===== config.mk =====
export PLATFORM = sky130hd
export DESIGN_NAME = usb_port_status
export DESIGN_NICKNAME = d
export VERILOG_FILES = /design/src/rtl/usb_port_pkg.sv /design/src/rtl/port_rst_seq.sv /design/src/rtl/port_chg_flags.sv /design/src/rtl/usb_port_status.sv
export SDC_FILE = /design/constraint.sdc
export NUM_CORES = 1
export LEC_CHECK = 0
export CORE_AREA = 4 4 69 71
export DETAILED_ROUTE_END_ITERATION = 7
export DIE_AREA = 0 0 73 75
export DONT_BUFFER_PORTS = 1
export PLACE_DENSITY_LB_ADDON = 0.08
export SKIP_LAST_GASP = 1
export SYNTH_ARGS = -nofsm -noshare
export SYNTH_HDL_FRONTEND = slang
export SYNTH_SLANG_ARGS = --single-unit

===== constraint.sdc =====
create_clock -name clk -period 1.6 [get_ports clk]
set_input_delay 0.4 -clock clk [delete_from_list [all_inputs] [get_ports clk]]
set_output_delay 0.4 -clock clk [all_outputs]
set_load 0.02 [all_outputs]

===== src/rtl/usb_port_pkg.sv =====
package usb_port_pkg;
    localparam int REG_W      = 32;
    localparam int B_CONN     = 0;
    localparam int B_EN       = 1;
    localparam int B_RST      = 4;
    localparam int LINK_LO    = 5;
    localparam int LINK_W     = 4;
    localparam int B_PWR      = 9;
    localparam int SPD_LO     = 10;
    localparam int SPD_W      = 4;
    localparam int IND_LO     = 14;
    localparam int IND_W      = 2;
    localparam int B_STROBE   = 16;
    localparam int CHG_LO     = 17;
    localparam int CHG_N      = 7;

    // change flag indices, relative to CHG_LO
    localparam int F_CONN = 0;
    localparam int F_EN   = 1;
    localparam int F_WARM = 2;
    localparam int F_OVC  = 3;
    localparam int F_RST  = 4;
    localparam int F_LINK = 5;
    localparam int F_CFG  = 6;

    localparam logic [LINK_W-1:0] LINK_OFF   = 4'd4;
    localparam logic [LINK_W-1:0] LINK_RXDET = 4'd5;

    typedef struct packed {
        logic              conn;
        logic              en;
        logic [LINK_W-1:0] link;
        logic              pwr;
        logic [IND_W-1:0]  ind;
        logic [SPD_W-1:0]  spd;
    } port_state_t;
endpackage


===== src/rtl/port_rst_seq.sv =====
module port_rst_seq #(
    parameter int CYCLES = 16
) (
    input  logic clk,
    input  logic rst_n,
    input  logic start,
    output logic busy,
    output logic done
);
    localparam int CNT_W = $clog2(CYCLES + 1);

    typedef struct packed {
        logic             busy;
        logic [CNT_W-1:0] cnt;
    } seq_t;

    seq_t s_d, s_q;

    always_comb begin
        s_d  = s_q;
        done = s_q.busy && (s_q.cnt == '0);
        if (s_q.busy) begin
            if (done) s_d.busy = 1'b0;
            else      s_d.cnt  = s_q.cnt - 1'b1;
        end else if (start) begin
            s_d.busy = 1'b1;
            s_d.cnt  = CNT_W'(CYCLES - 1);
        end
    end

    always_ff @(posedge clk) begin
        if (!rst_n) s_q <= '0;
        else        s_q <= s_d;
    end

    assign busy = s_q.busy;


    rst_start_chk: assert property (@(posedge clk) disable iff (!rst_n)
        (start && !busy) |=> busy);
endmodule


===== src/rtl/port_chg_flags.sv =====
module port_chg_flags #(
    parameter int N = 7
) (
    input  logic         clk,
    input  logic         rst_n,
    input  logic [N-1:0] hw_set,
    input  logic [N-1:0] sw_clr,
    output logic [N-1:0] flags,
    output logic         any
);
    typedef struct packed {
        logic [N-1:0] f;
    } flg_t;

    flg_t s_d, s_q;

    always_comb begin
        s_d.f = (s_q.f & ~sw_clr) | hw_set;
    end

    always_ff @(posedge clk) begin
        if (!rst_n) s_q <= '0;
        else        s_q <= s_d;
    end

    assign flags = s_q.f;
    assign any   = |s_q.f;

    for (genvar i = 0; i < N; i++) begin : g_chk

        w1c_clear_chk: assert property (@(posedge clk) disable iff (!rst_n)
            (sw_clr[i] && !hw_set[i]) |=> !flags[i]);

        hw_set_wins_chk: assert property (@(posedge clk) disable iff (!rst_n)
            hw_set[i] |=> flags[i]);
    end
endmodule


===== src/rtl/usb_port_status.sv =====
module usb_port_status
    import usb_port_pkg::*;
#(
    parameter int              RST_CYCLES = 64,
    parameter logic [LINK_W-1:0] LINK_INIT = LINK_RXDET
) (
    input  logic              clk,
    input  logic              rst_n,
    input  logic              wr_en,
    input  logic [REG_W-1:0]  wr_data,
    output logic [REG_W-1:0]  rd_data,
    input  logic              dev_present,
    input  logic [SPD_W-1:0]  dev_speed,
    input  logic              link_evt,
    input  logic [LINK_W-1:0] link_evt_state,
    input  logic              warm_rst_evt,
    input  logic              ovc_evt,
    input  logic              cfg_err_evt,
    output logic              irq
);
    port_state_t st_d, st_q;
    logic             rst_start, rst_busy, rst_done;
    logic [CHG_N-1:0] chg_set, chg_clr, chg_q;
    logic             chg_any;
    logic             unplug;

    port_rst_seq #(.CYCLES(RST_CYCLES)) u_seq (
        .clk   (clk),
        .rst_n (rst_n),
        .start (rst_start),
        .busy  (rst_busy),
        .done  (rst_done)
    );

    port_chg_flags #(.N(CHG_N)) u_flags (
        .clk    (clk),
        .rst_n  (rst_n),
        .hw_set (chg_set),
        .sw_clr (chg_clr),
        .flags  (chg_q),
        .any    (chg_any)
    );

    always_comb begin
        st_d      = st_q;
        unplug    = st_q.conn && !dev_present;
        rst_start = wr_en && wr_data[B_RST] && !rst_busy;
        chg_clr   = wr_en ? wr_data[CHG_LO +: CHG_N] : '0;
        chg_set   = '0;

        st_d.conn = dev_present;
        st_d.spd  = dev_present ? dev_speed : '0;
        chg_set[F_CONN] = (dev_present != st_q.conn);

        if (wr_en) begin
            st_d.pwr = wr_data[B_PWR];
            st_d.ind = wr_data[IND_LO +: IND_W];
            if (wr_data[B_STROBE]) st_d.link = wr_data[LINK_LO +: LINK_W];
        end
        if (link_evt) begin
            st_d.link        = link_evt_state;
            chg_set[F_LINK]  = 1'b1;
        end

        if (rst_done) begin
            st_d.en         = dev_present;
            chg_set[F_RST]  = 1'b1;
        end
        if (unplug) begin
            st_d.en        = 1'b0;
            chg_set[F_EN]  = st_q.en;
        end
        if (rst_start) st_d.en = 1'b0;
        if (wr_en && wr_data[B_EN]) st_d.en = 1'b0;

        chg_set[F_WARM] = warm_rst_evt;
        chg_set[F_OVC]  = ovc_evt;
        chg_set[F_CFG]  = cfg_err_evt;
    end

    always_ff @(posedge clk) begin
        if (!rst_n) begin
            st_q      <= '0;
            st_q.link <= LINK_INIT;
        end else begin
            st_q <= st_d;
        end
    end

    always_comb begin
        rd_data                      = '0;
        rd_data[B_CONN]              = st_q.conn;
        rd_data[B_EN]                = st_q.en;
        rd_data[B_RST]               = rst_busy;
        rd_data[LINK_LO +: LINK_W]   = st_q.link;
        rd_data[B_PWR]               = st_q.pwr;
        rd_data[SPD_LO +: SPD_W]     = st_q.spd;
        rd_data[IND_LO +: IND_W]     = st_q.ind;
        rd_data[CHG_LO +: CHG_N]     = chg_q;
    end

    assign irq = chg_any;


    en_w1_disable_chk: assert property (@(posedge clk) disable iff (!rst_n)
        (wr_en && wr_data[B_EN]) |=> !rd_data[B_EN]);

    unplug_chk: assert property (@(posedge clk) disable iff (!rst_n)
        (rd_data[B_CONN] && !dev_present) |=> (!rd_data[B_EN] && rd_data[CHG_LO + F_CONN]));

    conn_edge_chk: assert property (@(posedge clk) disable iff (!rst_n)
        (dev_present != rd_data[B_CONN]) |=> rd_data[CHG_LO + F_CONN]);

    link_hold_chk: assert property (@(posedge clk) disable iff (!rst_n)
        (!(wr_en && wr_data[B_STROBE]) && !link_evt) |=> $stable(rd_data[LINK_LO +: LINK_W]));

    rst_end_flag_chk: assert property (@(posedge clk) disable iff (!rst_n)
        $fell(rd_data[B_RST]) |-> rd_data[CHG_LO + F_RST]);
endmodule


==> results.sh, run 1 <==
export IMPL_status="finished clean"
export IMPL_cts_setup_buffers=0
export IMPL_stdcell_count=194
export IMPL_die_area_mm2=0.00548
export IMPL_multi_input_comb_area_um2=619
export IMPL_crit_path_end_kind="register"
export IMPL_diodes=0
export IMPL_cp_start_kind="register"
export IMPL_setup_viol=0
export IMPL_grt_usage_pct=10.5
export IMPL_finalCritPeriodShare_pct=97.1
export IMPL_drv_cap=0
export IMPL_wl_per_cell_um=15.0
export IMPL_gp_congestion=0.791
export IMPL_fmax_mhz=643
export IMPL_avgViaCountPerCell=4.85
export IMPL_dpl_hpwl_mm=2.20
export IMPL_cp_slowest_stage_delay_ns=0.35
export IMPL_drtIter0Drc=39
export IMPL_leakage_uw=0.000612
export IMPL_ir_worst_vdd_v=0.000300
export IMPL_yosys_most_used_dff="dfxtp_1"
export IMPL_crit_slowest_cell="dfxtp_2"
export IMPL_firstDrtPassIters=4
export IMPL_path_cells="inv_2, ha_4, nor4b_4, buf_4, nor4b_2, xor2_1, o21a_1"
export IMPL_hold_path_class="in -> reg"
export IMPL_vias=940
export IMPL_htree_levels=1
export IMPL_yosysUniqueCellTypes=31
export IMPL_final_setup_tns_ns=0
export IMPL_layout_common_cells="dfxtp_1, nand2_1, a21oi_1, nor2_1, conb_1"
export IMPL_place_area_mm2=0.00128
export IMPL_hold_viol_final=0
export IMPL_synth_edf_count=0
export IMPL_period_needed_ns=1.55
export IMPL_fp_coreArea_mm2=0.00423
export IMPL_stdcell_area_mm2=0.00142
export IMPL_crit_arrival_ns=1.73
export IMPL_cp_max_fo=3
export IMPL_die_h_um=75
export IMPL_routed_wl_mm=2.92
export IMPL_fillers=443
export IMPL_grt_pass1_vias=938
export IMPL_synth_area_mm2=0.00123
export IMPL_dp_cells=190
export IMPL_clk_pin_slew_worst_paths_ns=0.10
export IMPL_totalPowerFinal_uw=1650
export IMPL_yosysWarnings=0
export IMPL_syn2layout_area_growth_pct=15.3
export IMPL_grt_pass1_wl_mm=4.44
export IMPL_ys_seq_elements=28
export IMPL_cts_root_buf="clkbuf_8"
export IMPL_synthCells=137
export IMPL_slew_viol_final=0
export IMPL_cts_buffer_depth=2
export IMPL_drc=0
export IMPL_cts_buffers=3
export IMPL_cp_top_family="simple AND/OR/NAND/NOR gates"
export IMPL_critPathKind="reg -> reg"
export IMPL_clock_latency_ns=0.27
export IMPL_worstPathRequired_ns=1.78
export IMPL_clock_sinks=28
export IMPL_ios=81
export IMPL_die_width_um=73
export IMPL_nets=193
export IMPL_clock_skew_ns=0.00506
export IMPL_rsz0062_at_grt="true"
export IMPL_seq_area_um2=563
export IMPL_synth_seq_area_share_pct=45.6
export IMPL_ant_nets=0
export IMPL_io_buffers=0
export IMPL_drive_above_1_share_pct=23.2
export IMPL_rows=24
export IMPL_power_per_cell_area_mw_per_mm2=1160
export IMPL_synth_avg_cell_area_um2=8.97
export IMPL_overflow=0
export IMPL_async_flop_share_pct=0
export IMPL_path_buf_inv=2
export IMPL_grt_start_max_net_pins=17
export IMPL_start_util_pct=29.0
export IMPL_cts_tree="done"
export IMPL_antenna_found_initial=0
export IMPL_layout_commonest_cell="dfxtp_1"
-- area by class of cell --
cell class | instances | share of cell area (%)
inverter | 4 | 1.06
timing repair buffer | 10 | 5.83
clock buffer | 3 | 2.92
clock inverter | 1 | 2.12
tap | 52 | 4.59
sequential | 28 | 39.8
multi-input combinational | 96 | 43.7
-- through the flow --
| stage | util (%) | hold slack (ns) | setup WS, ns |
|---|---|---|---|
| 6_report | 33.5 | 0.188 | 0.0456 |
| 5_1_grt | 33.5 | 0.182 | -0.0572 |
| 4_1_cts | 32.0 | 0.177 | -0.0689 |
| 3_5_place_dp | 30.2 | 0.436 | -0.0412 |
| 3_3_place_gp | 30.2 | 0.432 | -0.0518 |
| 2_1_floorplan | - | 0.414 | 0.0142 |
-- synthesized netlist by cell type, types with 2 or more instances --
master	instances	area [um^2]
a21oi_1	14	70.1
and3_1	4	25.0
buf_4	13	97.6
clkbuf_1	4	15.0
dfxtp_1	28	561
ha_1	2	25.0
inv_1	4	15.0
mux2_2	4	45.0
mux2i_1	8	80.1
nand2_1	16	60.1
nand3_1	2	10.0
nor2_1	13	48.8
nor3_1	3	15.0
nor4b_1	3	26.3
or3_1	3	18.8
-- per-layer routing --
layer | GRT usage (%) | vias to the layer above | wire length [um]
met4 | 4.92 | 0 | 21
li1 | - | 449 | -
met3 | 3.47 | 2 | 200
met2 | 16.7 | 34 | 1510
met5 | 0 | - | 0
met1 | 12.9 | 455 | 1190
-- worst register-to-register path, cell delays in order, from the launching register on --
cell	delay (ns)
dfxtp_2	0.35
inv_2	0.05
ha_4	0.15
nor4b_4	0.12
buf_4	0.15
nor4b_2	0.32
xor2_1	0.12
o21a_1	0.18
-- worst paths after layout --
kind | start | end | slack [ns] | depth (start not counted)
hold / removal | rst_n | rd_data[7] | 0.19 | 1
hold reg to reg | u_seq.s_q[6] | u_seq.s_q[6] | 0.49 | 2
setup / recovery | u_seq.s_q[0] | u_seq.s_q[5] | 0.05 | 7
setup reg to reg | u_seq.s_q[0] | u_seq.s_q[5] | 0.05 | 7
-- sequential cells by signal, indices dropped and copies added (netlist names) --
register / flops
u_seq.s_q: 7
u_seq.busy: 1
u_flags.flags: 7
rd_data: 13
-- cell families (layout without fill, tap and decap cells) --
| logic type | Yosys count | count (layout) | share of synthesized area [%] |
|---|---|---|---|
| other cells | 1 | 11 | 0.305 |
| fa+ha+maj | 2 | 2 | 2.04 |
| buf+inv | 23 | 18 | 11.6 |
| compound gates | 20 | 20 | 9.37 |
| xor+xnor | 1 | 1 | 0.713 |
| flops | 28 | 28 | 45.6 |
| simple gates | 50 | 50 | 20.2 |
| mux | 12 | 12 | 10.2 |
-- where the power goes --
| part | switching (uW) | internal [uW] | total [uW] |
|---|---|---|---|
| Combinational | 132 | 130 | 262 |
| Clock | 230 | 335 | 565 |
| Sequential | 76.4 | 746 | 822 |
| Total | 438 | 1210 | 1650 |
-- repair_timing --
action / CTS / global route
pin swaps: 1 / 3
hold buffers: 0 / 0
endpoints found under the hold margin: 0 / 0
resized for setup: 1 / 17
setup endpoints to repair: 6 / 9
cloned: 0 / 0
No activity file was read; power rests on OpenSTA's default activity.
==> inputs of run 2 (changes only) <==
- ABC_AREA: not set -> 1
- CORE_AREA: 4 4 69 71 -> 4 4 72 74
- DIE_AREA: 0 0 73 75 -> 0 0 76 78
==> results.sh, run 2 <==
export IMPL_status="finished clean"
export IMPL_clock_latency_ns=0.27
export IMPL_stdcell_area_mm2=0.00141
export IMPL_grtUsageMet1_pct=11.4
export IMPL_rsz0062_at_grt="false"
export IMPL_fp_coreArea_mm2=0.00460
export IMPL_path_cells="nor4_2, nand2_2"
export IMPL_postCtsHoldBufs=0
export IMPL_synth_avg_cell_area_um2=7.34
export IMPL_grt_start_max_net_pins=17
export IMPL_cts_setup_buffers=0
export IMPL_start_util_pct=28.9
export IMPL_synth_top_area_share_pct=42.2
export IMPL_place_area_mm2=0.00133
export IMPL_preCtsSetupSlack_ns=0.219
export IMPL_synth_most_common_cell="nand2_1"
export IMPL_period_needed_ns=1.53
export IMPL_die_area_mm2=0.00593
export IMPL_synth_top_family_by_area="simple AND/OR/NAND/NOR gates"
export IMPL_firstDrtPassIters=4
export IMPL_layout_commonest_cell="nand2_1"
export IMPL_switching_share_pct=28.6
export IMPL_io_buffers=0
export IMPL_hold_path_cell_count=1
export IMPL_crit_slowest_cell="dfxtp_1"
export IMPL_hold_viol_final=0
export IMPL_gp_congestion=0.774
export IMPL_yosys_most_used_dff="dfxtp_1"
export IMPL_cp_max_fo=3
export IMPL_routed_wl_mm=3.01
export IMPL_syn2layout_area_growth_pct=6.03
export IMPL_finalCritPeriodShare_pct=95.4
export IMPL_vias=1092
export IMPL_synthCells=181
export IMPL_cts_buffer_depth=2
export IMPL_clock_sinks=28
export IMPL_critPathKind="reg -> out"
export IMPL_r2r_cells=9
export IMPL_ys_seq_elements=28
export IMPL_largest_reg_flops=13
export IMPL_worstPathRequired_ns=1.20
export IMPL_drv_cap=0
export IMPL_cp_start_kind="register"
export IMPL_grt_util_met2_pct=18.2
export IMPL_yosysTopAreaCell="dfxtp_1"
export IMPL_seqPwrFrac_pct=50.2
export IMPL_hold_path_class="in -> reg"
export IMPL_setup_viol=0
export IMPL_grt_pass1_wl_mm=5.12
export IMPL_ir_worst_vdd_v=0.000343
export IMPL_synth_edf_count=0
export IMPL_ios=81
export IMPL_postLayoutSetupSlackWorst_ns=0.0732
export IMPL_grt_usage_pct=10.3
export IMPL_grt_pass1_vias=1126
export IMPL_final_setup_tns_ns=0
export IMPL_yosysUniqueCellTypes=25
export IMPL_p_int_uw=1170
export IMPL_muxShareOfSynthArea_pct=0
export IMPL_ant_nets=0
export IMPL_pwr_share_comb_pct=15.8
export IMPL_power_per_cell_area_mw_per_mm2=1160
export IMPL_rows=25
export IMPL_synth_seq_area_share_pct=42.2
export IMPL_cp_slowest_stage_delay_ns=0.41
export IMPL_htree_levels=1
export IMPL_yosysWarnings=0
export IMPL_drtIter0Drc=73
export IMPL_synth_common_cells="nand2_1, dfxtp_1, nor2_1, inv_1, nand3_1"
export IMPL_top_usage_layer="met2"
export IMPL_die_width_um=76
export IMPL_clockPowerShare_pct=34.0
export IMPL_synth_xor_area_share_pct=0.659
export IMPL_wl_per_cell_um=12.8
export IMPL_clk_pin_slew_worst_paths_ns=0.10
export IMPL_synth_adder_area_share_pct=1.88
export IMPL_layout_common_cells="nand2_1, dfxtp_1, nor2_1, inv_1, nand3_1"
export IMPL_cts_root_buf="clkbuf_8"
export IMPL_die_h_um=78
export IMPL_cts_buffers=3
export IMPL_synth_area_mm2=0.00133
export IMPL_crit_path_end_kind="primary output"
export IMPL_avgViaCountPerCell=4.65
export IMPL_synthSimpleGateAreaFrac_pct=29.8
export IMPL_fmax_mhz=655
export IMPL_drive_above_1_share_pct=11.6
export IMPL_drc=0
export IMPL_diodes=0
export IMPL_overflow=0
export IMPL_synth_compound_area_share_pct=8.85
export IMPL_cts_tree="done"
export IMPL_crit_arrival_ns=1.13
export IMPL_leakage_uw=0.000671
export IMPL_grt_use_met3_pct=3.48
export IMPL_p_sw_uw=468
export IMPL_clock_skew_ns=0.00335
export IMPL_synth_area_top_cells="dfxtp_1, nand2_1, buf_4"
export IMPL_dpl_hpwl_mm=2.36
export IMPL_antenna_found_initial=0
export IMPL_async_flop_share_pct=0
export IMPL_slew_viol_final=0
export IMPL_nets=232
export IMPL_final_util_pct=30.6
run 2: cell count changes after synthesis, sizes merged, moves of 4 or more:
cell,before,now
inv,4,25
nand3,2,17
nor2,13,27
mux2i,8,0
o21ai,1,8
mux2,4,0
nand2,16,36
clkbuf,4,0
and3,4,0
run 2: kinds of logic (layout without fill, tap and decap cells):
group | count (synthesis) | after routing
adders and majority gates | 2 | 2
buffers and inverters | 41 | 31
and+or+nand+nor | 86 | 86
DFF | 28 | 28
xor gates and xnor gates | 1 | 1
other | 1 | 11
AOI/OAI and AO/OA | 22 | 22
run 2: final timing paths:
kind	slack, ns	from	to
min reg2reg	0.49	u_seq.s_q[6]	u_seq.s_q[6]
max reg2reg	0.21	u_seq.s_q[0]	u_seq.s_q[4]
max	0.07	u_flags.flags[2]	irq
min	0.21	wr_data[22]	u_flags.flags[5]
run 2: per-stage QoR:
step	total power, uW	instances	hold WS, ns
after floorplan	1080	191	0.455
after CTS	1660	235	0.200
final	1640	235	0.207
after detailed placement	1090	231	0.474
after global placement	1090	231	0.468
after global routing	1740	235	0.184
run 2: metal layers:
metal  part of all wire, %  up-vias
met4                  0.76        0
met5                     0        -
met3                   8.0        2
met2                    50       37
met1                    41      510
li1                      -      543
run 2: power groups by stage:
stage	registers, uW	clock network, uW	logic (uW)
after CTS	822	576	261
after detailed placement	837	0	257
after floorplan	824	0	254
after global placement	838	0	254
after global routing	831	613	299
final	822	557	259
run 2: cell type report:
cell class	count	area, um^2
clock buffer	3	41.3
clock inverter	1	30.0
fill	500	3190
inverter	25	93.8
multi-input combinational	122	598
sequential	28	563
tap	54	67.6
timing repair buffer	2	15.0
run 2: what timing repair did:
| action | CTS | global route |
|---|---|---|
| pin swaps | 2 | 1 |
| gates resized for setup | 2 | 2 |
| cloned | 0 | 0 |
| setup endpoints to repair | 1 | 1 |
run 2: critical path: cells and delay by family, from the launching register on:
| kind | cells | cell delay, ns |
|---|---|---|
| AND/OR/NAND/NOR | 2 | 0.44 |
| flip-flops | 1 | 0.41 |
